$ cat config.mk
export PLATFORM = sky130hd
export DESIGN_NAME = irq_vector_ctrl
export DESIGN_NICKNAME = d
export VERILOG_FILES = /design/src/rtl/irqc_pkg.sv /design/src/rtl/irqc_pin_sync.sv /design/src/rtl/irqc_prio.sv /design/src/rtl/irq_vector_ctrl.sv
export SDC_FILE = /design/constraint.sdc
export NUM_CORES = 1
export LEC_CHECK = 0
export ABC_CLOCK_PERIOD_IN_PS = 3100
export CAP_MARGIN = 0
export CORE_MARGIN = 2
export CORE_UTILIZATION = 44
export CTS_CLUSTER_SIZE = 24
export DETAILED_ROUTE_END_ITERATION = 7
export GPL_TIMING_DRIVEN = 0
export MAX_ROUTING_LAYER = met4
export PLACE_DENSITY = 0.93
export SYNTH_ARGS = -nofsm -noshare
export SYNTH_HDL_FRONTEND = slang
export SYNTH_SLANG_ARGS = --single-unit
$ cat constraint.sdc
create_clock -name clk -period 3.1 [get_ports clk]
set_clock_uncertainty 0.2 [all_clocks]
set_input_delay 0.465 -clock clk [delete_from_list [all_inputs] [get_ports clk]]
set_output_delay 0.465 -clock clk [all_outputs]
set_load 0.005 [all_outputs]
$ cat src/rtl/irqc_pkg.sv
package irqc_pkg;
  localparam int NSRC    = 5;
  localparam int SRC_EX0 = 0;
  localparam int SRC_EX1 = 1;
  localparam int SRC_TMR = 2;
  localparam int SRC_TB  = 3;
  localparam int SRC_RTC = 4;
  localparam int IDX_W   = $clog2(NSRC);
endpackage

$ cat src/rtl/irqc_pin_sync.sv
module irqc_pin_sync #(
  parameter int STAGES = 2
) (
  input  logic clk,
  input  logic rst_n,
  input  logic pin,
  output logic fall
);
  logic [STAGES-1:0] sq, sq_n;
  logic              last_q;

  always_comb begin
    sq_n[0] = pin;
    for (int i = 1; i < STAGES; i++) sq_n[i] = sq[i-1];
  end

  // idle level of the pins is high; reset to it so no false edge appears
  always_ff @(posedge clk or negedge rst_n) begin
    if (!rst_n) begin
      sq     <= '1;
      last_q <= 1'b1;
    end else begin
      sq     <= sq_n;
      last_q <= sq[STAGES-1];
    end
  end

  assign fall = last_q & ~sq[STAGES-1];
endmodule

$ cat src/rtl/irqc_prio.sv
module irqc_prio #(
  parameter int N  = 5,
  parameter int IW = 3
) (
  input  logic [N-1:0]  pend,
  output logic          any,
  output logic [IW-1:0] idx,
  output logic [N-1:0]  grant
);
  always_comb begin
    idx = '0;
    for (int i = N - 1; i >= 0; i--) begin
      if (pend[i]) idx = IW'(i);
    end
  end

  assign any   = |pend;
  assign grant = pend & (~pend + N'(1));
endmodule

$ cat src/rtl/irq_vector_ctrl.sv
module irq_vector_ctrl
  import irqc_pkg::*;
#(
  parameter int          ADDR_W    = 8,
  parameter int          DATA_W    = 8,
  parameter int          SYNC_STG  = 2,
  parameter int          VEC_BASE  = 4,
  parameter int          VEC_STEP  = 4,
  parameter logic [7:0]  CTL0_ADDR = 8'h0B,
  parameter logic [7:0]  CTL1_ADDR = 8'h1E
) (
  input  logic              clk,
  input  logic              rst_n,
  input  logic [1:0]        ext_pin,
  input  logic              tmr_ovf,
  input  logic              tb_tick,
  input  logic              rtc_tick,
  input  logic              stack_full,
  input  logic [ADDR_W-1:0] reg_addr,
  input  logic              reg_wr,
  input  logic [DATA_W-1:0] reg_wdata,
  output logic [DATA_W-1:0] reg_rdata,
  output logic              irq_req,
  output logic [DATA_W-1:0] irq_vec,
  input  logic              irq_ack
);
  localparam int NEXT = 2;

  logic            gie_q, gie_n;
  logic [NSRC-1:0] en_q, en_n;
  logic [NSRC-1:0] flag_q, flag_n, flag_sw;
  logic [NSRC-1:0] hw_set, pend, grant;
  logic [NEXT-1:0] ext_fall;
  logic [IDX_W-1:0] win_idx;
  logic            any_pend, wr0, wr1, take, upd_ctl;

  genvar g;
  generate
    for (g = 0; g < NEXT; g++) begin : g_pin
      irqc_pin_sync #(.STAGES(SYNC_STG)) u_sync (
        .clk  (clk),
        .rst_n(rst_n),
        .pin  (ext_pin[g]),
        .fall (ext_fall[g])
      );
    end
  endgenerate

  assign hw_set = {rtc_tick, tb_tick, tmr_ovf, ext_fall[1], ext_fall[0]};
  assign pend   = flag_q & en_q;

  irqc_prio #(.N(NSRC), .IW(IDX_W)) u_prio (
    .pend (pend),
    .any  (any_pend),
    .idx  (win_idx),
    .grant(grant)
  );

  assign irq_req = gie_q & ~stack_full & any_pend;
  assign irq_vec = any_pend ? DATA_W'(VEC_BASE) + DATA_W'(win_idx) * DATA_W'(VEC_STEP)
                            : '0;

  assign wr0     = reg_wr && (reg_addr == ADDR_W'(CTL0_ADDR));
  assign wr1     = reg_wr && (reg_addr == ADDR_W'(CTL1_ADDR));
  assign take    = irq_req & irq_ack;
  assign upd_ctl = wr0 | wr1 | take;

  // next state: software write, then acknowledge clear, then hardware set on top
  always_comb begin
    gie_n   = gie_q;
    en_n    = en_q;
    flag_sw = flag_q;
    if (wr0) begin
      gie_n            = reg_wdata[0];
      en_n[SRC_TMR:0]  = reg_wdata[3:1];
      flag_sw[SRC_TMR:0] = reg_wdata[6:4];
    end
    if (wr1) begin
      en_n[SRC_RTC:SRC_TB]    = reg_wdata[1:0];
      flag_sw[SRC_RTC:SRC_TB] = reg_wdata[5:4];
    end
    if (take) begin
      gie_n   = 1'b0;
      flag_sw = flag_sw & ~grant;
    end
    flag_n = flag_sw | hw_set;
  end

  always_ff @(posedge clk or negedge rst_n) begin
    if (!rst_n) begin
      gie_q  <= 1'b0;
      en_q   <= '0;
      flag_q <= '0;
    end else begin
      if (upd_ctl) begin
        gie_q <= gie_n;
        en_q  <= en_n;
      end
      flag_q <= flag_n;
    end
  end

  always_comb begin
    reg_rdata = '0;
    if (reg_addr == ADDR_W'(CTL0_ADDR)) begin
      reg_rdata[0]   = gie_q;
      reg_rdata[3:1] = en_q[SRC_TMR:0];
      reg_rdata[6:4] = flag_q[SRC_TMR:0];
    end else if (reg_addr == ADDR_W'(CTL1_ADDR)) begin
      reg_rdata[1:0] = en_q[SRC_RTC:SRC_TB];
      reg_rdata[5:4] = flag_q[SRC_RTC:SRC_TB];
    end
  end


  req_gate_chk: assert property (@(posedge clk) disable iff (!rst_n)
    irq_req |-> (gie_q && !stack_full));


  vec_slot_chk: assert property (@(posedge clk) disable iff (!rst_n)
    irq_req |-> (irq_vec[1:0] == 2'b00 && irq_vec >= 8'h04 && irq_vec <= 8'h14));


  ack_gie_clr_chk: assert property (@(posedge clk) disable iff (!rst_n)
    (irq_req && irq_ack) |=> (!gie_q && !irq_req));


  tick_set_chk: assert property (@(posedge clk) disable iff (!rst_n)
    (tb_tick || rtc_tick) |=> (flag_q[SRC_TB] || flag_q[SRC_RTC]));


  hw_set_wins_chk: assert property (@(posedge clk) disable iff (!rst_n)
    tmr_ovf |=> flag_q[SRC_TMR]);
endmodule

==> qor.yml <==
synth:
  synthDistinctLibCells: 33
  synth_cells: 87
  synth_edf_count: 0
  synth_ff_type: "dfrtp_1"
  synthArstFlopShare: 1.000
  yosysWarnings: 0
  syn_area_um2: 949.7
  synth_seq_cells: 17
  yosysSeqAreaShare: 0.4559
  synth.avg_cell_area_um2: 10.92
worst_setup_path:
  worstPathMaxFanout: 6
  crit_type: "in -> out"
  timing.rr.start: "flag_q[3]"
  reg2reg_depth: 4
  reg2reg_slack_ns: 1.43
  cp_cell_sequence: "clkdlybuf4s50_1, nor3b_2, and3_2, and2_1, clkdlybuf4s50_1"
  cp-startpoint: "reg_addr[0]"
  worst_path_largest_cell_delay_ns: 0.49
  regToRegEndpoint: "gie_q"
  cp-start-kind: "primary input"
  cp_common_cell: "clkdlybuf4s50_1"
  crit_required_ns: 2.43
  critPathSlowestCell: "clkdlybuf4s50_1"
  endpoint_kind: "output port"
  arrival_ns: 2.25
  cp.buffers_inverters: 2
  crit_family: "buffers and inverters"
sta:
  worst_pin_slew_ns: 0.7388
  setup_viol: 0
  maxSlewHeadroom: 0.5059
  rsz0062_at_grt: "false"
  final_max_slew_viol_count: 0
  period_needed_ns: 2.913
  fmax_ghz: 0.3433
  hold_viol: 0
  post-route-period-util: 0.9396
  finalSetupTns_ns: 0
cts:
  cts_buffer_depth: 2
  numClockSinks: 17
  post_cts_buffers: 0
  cts_made_buffers: 3
  cts.repair.resized: 0
  hold_buffers: 0
  path_clk_slew_ns: 0.11
  clk_latency_ns: 0.30
  cts-root-buf: "clkbuf_4"
  h-tree-depth: 1
  cts_tree: "built"
route:
  wirelength_mm: 2.257
  post_drt_wl_per_cell_um: 14.28
  vias: 827
  first_iter_violations: 29
  viasPerCell: 5.234
  drc_errors: 0
  first_pass_iters: 4
  ant_nets: 0
finish:
  final_area_um2: 1383
  nFillCells: 143
  final_common_cell: "clkdlybuf4s50_1"
  area_delta_synth_final_pct: 45.59
  diodes: 0
  fin_cells: 158
  drive_above_1_share: 0.2061
  final_cell_mix: "clkdlybuf4s50_1 (35), dfrtp_1 (11), nor2_1 (9)"
  nNetsFinal: 159
floorplanning:
  die_x_um: 50.46
  core_area_um2: 2002
  start_util: 0.4744
  row_count: 16
  die_y_um: 50.46
  io_pins: 43
  fp.dieArea_um2: 2546
worst_hold_path:
  min_to: "g_pin[1].u_sync.last_q"
  holdPathStages: 0
  worstHoldStart: "g_pin[1].u_sync.sq[1]"
  holdCritPathClass: "reg -> reg"
placement:
  gp_congestion: 0.8754
  dpl-instance-area_um2: 1353
  io_buffers: 35
  dp_hpwl_mm: 1.775
  dp.cells: 154
outcome:
  status: "finished, final reports clean"
pwr:
  power_mw: 0.4550
  cellLeakagePower_nw: 0.5926
  powerDensity_nw_per_um2: 329.1
  ir_drop_uv: 218.0
global_route:
  grt_usage: 0.2022
  first_global_vias: 771
  grt_max_degree: 18
  grt.overflow.total: 0
  grt_pass1_wl_mm: 3.601
  antenna_found_initial: 0
run:
  drv_cap: 0
==> cell type report <==
class                      count  area [µm²]  share of cell area
buffer                         6       45.04             0.03258
clock buffer                   3       22.52             0.01629
clock inverter                 1       7.507            0.005430
inverter                       2       7.507            0.005430
multi-input combinational     67       483.0              0.3493
sequential                    17       432.9              0.3131
tap                           27       33.78             0.02443
timing repair buffer          35       350.3              0.2534
==> Yosys cell counts (all sizes together) (2+ instances only) <==
library cell | count | area, µm²
a211oi | 2 | 15.01
a22oi | 6 | 45.04
and2 | 3 | 18.77
buf | 6 | 45.04
dfrtp | 11 | 275.3
dfstp | 6 | 157.7
inv | 2 | 7.510
mux2 | 5 | 67.56
mux2i | 3 | 30.03
nand2 | 6 | 22.52
nand3b | 2 | 15.01
nand4 | 3 | 40.04
nor2 | 9 | 33.78
nor2b | 2 | 12.51
nor3 | 4 | 20.02
nor3b | 3 | 27.52
o22ai | 2 | 12.51
==> report_power, final <==
part / internal (mW) / switching, mW
combinational: 0.0550 / 0.0350
clock: 0.0493 / 0.0761
sequential: 0.233 / 0.00619
total: 0.338 / 0.117
==> routing by layer <==
layer	up-vias	global-route usage	wire, µm
met2	50	0.3268	1057
met3	6	0.05060	215
met4	0	0.1171	48
li1	395	-	-
met1	376	0.2271	935
met5	-	-	0
==> cell families (layout without fill, tap and decap cells) <==
kind of cell | after synthesis | after routing | share of synthesized area
muxes | 8 | 8 | 0.1028
other | 1 | 6 | 0.003949
DFF | 17 | 17 | 0.4559
adders and majority gates | 1 | 1 | 0.01317
AOI/OAI and AO/OA | 15 | 15 | 0.1146
buffers and inverters | 8 | 47 | 0.05534
and+or+nand+nor | 37 | 37 | 0.2543
==> flip-flops by register name (all words and copies together) (netlist names) <==
name and flops:
en_q 5, flag_q 5, g_pin.u_sync.last_q 2, g_pin.u_sync.sq 4, gie_q 1
==> worst max path at each step <==
stage / endpoint / cells past startpoint / slack, ns
detailed placement: reg_rdata[3] / 5 / 0.20
floorplan: reg_rdata[2] / 3 / 1.22
global route: reg_rdata[2] / 5 / 0.12
CTS: reg_rdata[3] / 5 / 0.20
finish: reg_rdata[6] / 5 / 0.19
global placement: reg_rdata[3] / 5 / 0.22
==> metrics by stage <==
stage | util | hold WS, ns | setup slack [ns]
2_1_floorplan | - | -0.03059 | 1.221
3_3_place_gp | 0.6756 | 0.1466 | 0.2241
3_5_place_dp | 0.6756 | 0.1482 | 0.2044
4_1_cts | 0.6906 | 0.1622 | 0.2041
5_1_grt | 0.6906 | 0.1659 | 0.1193
6_report | 0.6906 | 0.1617 | 0.1871
(Power assumes the default switching activity.)
